<file path="config.mk">
export PLATFORM = sky130hd
export DESIGN_NAME = offset_loader
export DESIGN_NICKNAME = d
export VERILOG_FILES = /design/src/rtl/offset_loader_pkg.sv /design/src/rtl/offset_loader_ctrl.sv /design/src/rtl/offset_loader_dp.sv /design/src/rtl/offset_loader.sv
export SDC_FILE = /design/constraint.sdc
export NUM_CORES = 1
export LEC_CHECK = 0
export ABC_AREA = 1
export BUFFER_PORTS_ARGS = -buffer_cell sky130_fd_sc_hd__buf_2
export CAP_MARGIN = 20
export CORE_UTILIZATION = 58
export DETAILED_ROUTE_END_ITERATION = 7
export GPL_TIMING_DRIVEN = 0
export PLACE_DENSITY = 0.92
export SETUP_SLACK_MARGIN = 0.05
export SLEW_MARGIN = 20
export SYNTH_ARGS = -nofsm -noshare
export SYNTH_HDL_FRONTEND = slang
export SYNTH_HIERARCHICAL = 1
export SYNTH_SLANG_ARGS = --single-unit
</file>
<file path="constraint.sdc">
create_clock -name clk -period 4.2 [get_ports clk]
set_input_delay 0.21 -clock clk [delete_from_list [all_inputs] [get_ports clk]]
set_output_delay 0.21 -clock clk [all_outputs]
set_load 0.005 [all_outputs]
</file>
<file path="src/rtl/offset_loader_pkg.sv">
package offset_loader_pkg;

  typedef enum logic [1:0] {
    MODE_PRESET   = 2'd0,
    MODE_PARALLEL = 2'd1,
    MODE_SERIAL   = 2'd2
  } loadMode_e;

  // Strobes from control to datapath
  typedef struct packed {
    logic clear;
    logic loadPreset;
    logic shiftBit;
    logic shiftWord;
    logic serBit;
  } dpStrobe_t;

  localparam int PRESET_W = 11;

  function automatic loadMode_e decodeMode(input logic [2:0] sel);
    case (sel)
      3'b000:         decodeMode = MODE_SERIAL;
      3'b110, 3'b111: decodeMode = MODE_PARALLEL;
      default:        decodeMode = MODE_PRESET;
    endcase
  endfunction

  function automatic logic [PRESET_W-1:0] presetFor(input logic [2:0] sel);
    case (sel)
      3'b001:  presetFor = PRESET_W'(8);
      3'b010:  presetFor = PRESET_W'(16);
      3'b011:  presetFor = PRESET_W'(64);
      3'b100:  presetFor = PRESET_W'(256);
      3'b101:  presetFor = PRESET_W'(1024);
      default: presetFor = '0;
    endcase
  endfunction

endpackage

</file>
<file path="src/rtl/offset_loader_ctrl.sv">
module offset_loader_ctrl
  import offset_loader_pkg::*;
#(
  parameter int OFS_W    = 15,
  parameter int NUM_REGS = 4
) (
  input  logic             clk,
  input  logic             mrstN,
  input  logic             prstN,
  input  logic [2:0]       sel,
  input  logic             parWrEn,
  output dpStrobe_t        stb,
  output logic [OFS_W-1:0] presetVal,
  output logic             done
);

  localparam int TOTAL_BITS = NUM_REGS * OFS_W;
  localparam int CNT_W      = $clog2(TOTAL_BITS + 1);
  localparam logic [CNT_W-1:0] LAST_BIT  = CNT_W'(TOTAL_BITS - 1);
  localparam logic [CNT_W-1:0] LAST_WORD = CNT_W'(NUM_REGS - 1);

  loadMode_e        mode;
  logic [CNT_W-1:0] cnt;
  logic             active;

  assign active = mrstN && prstN && !done;

  always_comb begin
    stb        = '0;
    stb.clear  = !mrstN;
    stb.serBit = sel[0];
    if (active) begin
      case (mode)
        MODE_PRESET:   stb.loadPreset = 1'b1;
        MODE_SERIAL:   stb.shiftBit   = !sel[1];
        MODE_PARALLEL: stb.shiftWord  = parWrEn;
        default:       ;
      endcase
    end
  end

  always_ff @(posedge clk) begin
    if (!mrstN) begin
      mode      <= decodeMode(sel);
      presetVal <= OFS_W'(presetFor(sel));
      cnt       <= '0;
      done      <= 1'b0;
    end else begin
      if (stb.loadPreset) done <= 1'b1;
      if (stb.shiftBit) begin
        cnt <= cnt + 1'b1;
        if (cnt == LAST_BIT) done <= 1'b1;
      end
      if (stb.shiftWord) begin
        cnt <= cnt + 1'b1;
        if (cnt == LAST_WORD) done <= 1'b1;
      end
    end
  end


  mode_hold_chk: assert property (@(posedge clk) disable iff (!mrstN)
    1'b1 |=> $stable(mode));


  done_sticky_chk: assert property (@(posedge clk) disable iff (!mrstN)
    done |=> done);


  prst_pause_chk: assert property (@(posedge clk) disable iff (!mrstN)
    !prstN |=> ($stable(cnt) && $stable(done)));

endmodule

</file>
<file path="src/rtl/offset_loader_dp.sv">
module offset_loader_dp
  import offset_loader_pkg::*;
#(
  parameter int OFS_W    = 15,
  parameter int NUM_REGS = 4
) (
  input  logic                           clk,
  input  dpStrobe_t                      stb,
  input  logic [OFS_W-1:0]               presetVal,
  input  logic [OFS_W-1:0]               wordIn,
  output logic [NUM_REGS-1:0][OFS_W-1:0] ofs
);

  localparam int TOTAL_BITS = NUM_REGS * OFS_W;

  logic [TOTAL_BITS-1:0] chain;

  always_ff @(posedge clk) begin
    if (stb.clear)
      chain <= '0;
    else if (stb.loadPreset)
      chain <= {NUM_REGS{presetVal}};
    else if (stb.shiftBit)
      chain <= {chain[TOTAL_BITS-2:0], stb.serBit};
    else if (stb.shiftWord)
      chain <= {chain[TOTAL_BITS-OFS_W-1:0], wordIn};
  end

  // Register 0 sits at the top of the chain and is filled first
  for (genvar i = 0; i < NUM_REGS; i++) begin : g_slice
    assign ofs[i] = chain[TOTAL_BITS-1-i*OFS_W -: OFS_W];
  end


  idle_hold_chk: assert property (@(posedge clk)
    !(stb.clear || stb.loadPreset || stb.shiftBit || stb.shiftWord) |=> $stable(chain));


  preset_fill_chk: assert property (@(posedge clk)
    (stb.loadPreset && !stb.clear) |=> (ofs[0] == ofs[NUM_REGS-1]) && (ofs[0] == $past(presetVal)));

endmodule

</file>
<file path="src/rtl/offset_loader.sv">
module offset_loader
  import offset_loader_pkg::*;
#(
  parameter int OFS_W  = 15,
  parameter int DATA_W = 36
) (
  input  logic              clk,
  input  logic              mrstN,
  input  logic              prstN,
  input  logic              cfgSelData,
  input  logic              cfgSelEnN,
  input  logic              cfgSel2,
  input  logic              parWrEn,
  input  logic [DATA_W-1:0] parData,
  output logic [OFS_W-1:0]  afOfsA,
  output logic [OFS_W-1:0]  aeOfsA,
  output logic [OFS_W-1:0]  afOfsB,
  output logic [OFS_W-1:0]  aeOfsB,
  output logic              loadDone
);

  localparam int NUM_REGS = 4;

  dpStrobe_t                      stb;
  logic [OFS_W-1:0]               presetVal;
  logic [NUM_REGS-1:0][OFS_W-1:0] ofs;
  logic                           unusedParHigh;

  assign unusedParHigh = ^parData[DATA_W-1:OFS_W];

  offset_loader_ctrl #(.OFS_W(OFS_W), .NUM_REGS(NUM_REGS)) u_ctrl (
    .clk       (clk),
    .mrstN     (mrstN),
    .prstN     (prstN),
    .sel       ({cfgSel2, cfgSelEnN, cfgSelData}),
    .parWrEn   (parWrEn),
    .stb       (stb),
    .presetVal (presetVal),
    .done      (loadDone)
  );

  offset_loader_dp #(.OFS_W(OFS_W), .NUM_REGS(NUM_REGS)) u_dp (
    .clk       (clk),
    .stb       (stb),
    .presetVal (presetVal),
    .wordIn    (parData[OFS_W-1:0]),
    .ofs       (ofs)
  );

  assign afOfsA = ofs[0];
  assign aeOfsA = ofs[1];
  assign afOfsB = ofs[2];
  assign aeOfsB = ofs[3];


  mrst_clear_chk: assert property (@(posedge clk)
    !mrstN |=> (!loadDone && afOfsA == '0 && aeOfsB == '0));

endmodule

</file>
==> results_dict.tcl <==
set metrics [dict create \
    worstSetupEndpointType "register" \
    netlist_area_um2 4370 \
    antenna_found_initial 0 \
    cp_data_required_time_ns 4.40 \
    grt_pass1_wl_mm 19.6 \
    numClockSinks 74 \
    arrival_ns 2.37 \
    die_height_um 88.8 \
    track_usage_pct 32.7 \
    io_pins 104 \
    holdBufCountCts 0 \
    cts_buffers 9 \
    nets 838 \
    io_buffers 82 \
    clock_latency_ns 0.35 \
    die_area_um2 7890 \
    max-vdd-ir-drop_mv 0.240 \
    critPathLaunchType "register" \
    timing.final.crit_share_pct 51.6 \
    area_delta_synth_final_pct 17.8 \
    drt-pass1-iter-count 5 \
    worstSetupPathType "register to register" \
    rsz0062_at_grt "no" \
    max_freq_mhz 462 \
    outcome "finished, final reports clean" \
    critPathMaxFanout 10 \
    h-tree-depth 3 \
    finalSetupViolations 0 \
    die_x_um 88.8 \
    post_cts_resized 0 \
    hp-class "input pin to register" \
    drive_gt1_share_pct 18.8 \
    via_per_inst 5.48 \
    placed_cell_area_um2 4940 \
    wirelength_mm 12.6 \
    drv_slew 0 \
    synth_cells 692 \
    wl_per_cell_um 14.1 \
    std_cell_rows 31 \
    leakagePower_nw 2.94 \
    dp_hpwl_mm 9.31 \
    fin_crit_ns 2.17 \
    final_area_um2 5150 \
    reg2reg_setup_slack_ns 2.03 \
    grt_max_degree 14 \
    avgSynthCellArea_um2 6.32 \
    cts_root_buf "clkbuf_8" \
    post_cts_buffers 0 \
    max_slew_margin_pct 57.2 \
    fin_skew_ns 0.00966 \
    core-area_um2 7250 \
    drc 0 \
    ys_seq_area_share_pct 35.5 \
    gp_congestion 0.961 \
    start_util_pct 60.3 \
    yosysUniqueCellTypes 24 \
    cts_tree "yes" \
    fin_tns_setup_ns 0 \
    clk_pin_slew_worst_paths_ns 0.08 \
    clk_path_buf_depth 2 \
    grt_pass1_vias 4194 \
    yosysWarnings 6 \
    drtIter0Drc 472 \
    final_antenna_net_count 0 \
    antenna_cells 0 \
    cap_viol_max_count 0 \
    grt-ovfl-total 0 \
    powerDensity_nw_per_um2 332 \
    worstMarginPinSlew_ns 0.641 \
    synth-seq-cells 74 \
    vias 4920 \
    hold_viol_final 0 \
]
## flip-flops by register name, indices dropped and copies added (netlist names)
| register | cells |
|---|---|
| u_dp/chain | 60 |
| u_ctrl/mode | 2 |
| u_ctrl/presetVal | 5 |
| u_ctrl/cnt | 6 |
| u_ctrl/done | 1 |
## placed cells by master, fill, tap and decap left out
cell	n
inv_1	106
nor3_1	8
clkbuf_16	1
clkinvlp_4	1
o21bai_1	1
clkbuf_8	9
clkinv_4	1
bufinv_16	1
nand3_1	130
inv_4	2
buf_2	92
nand3_2	2
a21oi_2	5
ha_1	1
nand2_1	214
buf_4	19
dfxtp_1	67
clkinv_1	1
conb_1	10
nand2_2	1
nor2_4	2
xor2_1	3
nor2_1	9
clkbuf_1	17
clkinv_2	2
edfxtp_1	7
buf_6	8
a21oi_1	75
nor2_2	3
inv_2	1
## final timing paths
check,from,end,cells past startpoint
worst max-delay path,u_ctrl/mode[0],u_dp/chain[56],8
worst min-delay path,mrstN,u_ctrl/done,3
worst max register to register,u_ctrl/mode[0],u_dp/chain[56],8
worst min register to register,u_ctrl/cnt[5],u_ctrl/cnt[5],2
## routing by layer
| metal | GRT usage (%) | vias to the layer above | wire length, um |
|---|---|---|---|
| li1 | - | 2355 | - |
| met4 | 14.7 | 0 | 370 |
| met3 | 4.66 | 41 | 1250 |
| met1 | 44.1 | 2229 | 5190 |
| met5 | 0 | - | 0 |
| met2 | 52.2 | 295 | 5820 |
## cell type report
class | count | area (um^2)
Buffer | 54 | 347
Clock buffer | 10 | 149
Clock inverter | 6 | 62.6
Fill cell | 597 | 2100
Inverter | 109 | 412
Multi-Input combinational cell | 464 | 2100
Sequential cell | 74 | 1550
Tap cell | 99 | 124
Timing Repair Buffer | 82 | 410
## power breakdown
part           internal, W  switching [W]
combinational     0.000128       0.000204
sequential        0.000761      0.0000265
clock             0.000310       0.000284
## cells by family (layout without fill, tap and decap cells)
logic type	after synthesis	after routing	synth area share, %
adder cells (fa/ha/maj)	1	1	0.286
other	1	10	0.0857
buffers and inverters	163	261	17.3
AO/OA/AOI/OAI	81	81	9.75
flip-flops	74	74	35.5
AND/OR/NAND/NOR	369	369	36.5
XOR/XNOR	3	3	0.601
## critical path: stages, from the launching register on
cell and delay, ns:
edfxtp_1 0.48, nor2_1 0.19, nand2_1 0.08, nor2_2 0.16, buf_4 0.21, nor2_4 0.06, buf_6 0.15, a21oi_1 0.51
a21oi_1 0.16
## cell usage after synthesis
cell,count,share of area (%)
nand2_1,214,18
buf_4,19,3.3
ha_1,1,0.29
inv_1,106,9.1
nor2_4,2,0.51
nor2_2,3,0.43
a21oi_2,5,1.0
conb_1,1,0.086
inv_2,1,0.086
clkbuf_1,17,1.5
buf_6,8,2.1
nand3_1,130,15
xor2_1,3,0.60
nor3_1,8,0.92
nor2_1,9,0.77
clkinv_1,1,0.086
nand2_2,1,0.14
dfxtp_1,67,31
buf_2,10,1.1
inv_4,1,0.14
o21bai_1,1,0.17
nand3_2,2,0.46
a21oi_1,75,8.6
edfxtp_1,7,4.8
## stage by stage
| step | hold WS, ns | std cells | utilization (%) | total power, W | worst slack [ns] |
|---|---|---|---|---|---|
| after floorplan | 0.308 | 701 | - | 0.00101 | 2.59 |
| after global placement | 0.478 | 882 | 68.1 | 0.00111 | 2.19 |
| after detailed placement | 0.487 | 882 | 68.1 | 0.00113 | 2.13 |
| after CTS | 0.117 | 898 | 71.1 | 0.00171 | 2.10 |
| after global routing | 0.140 | 898 | 71.1 | 0.00179 | 1.98 |
| final | 0.127 | 898 | 71.1 | 0.00171 | 2.03 |
Power figures use the tool's default switching activity.
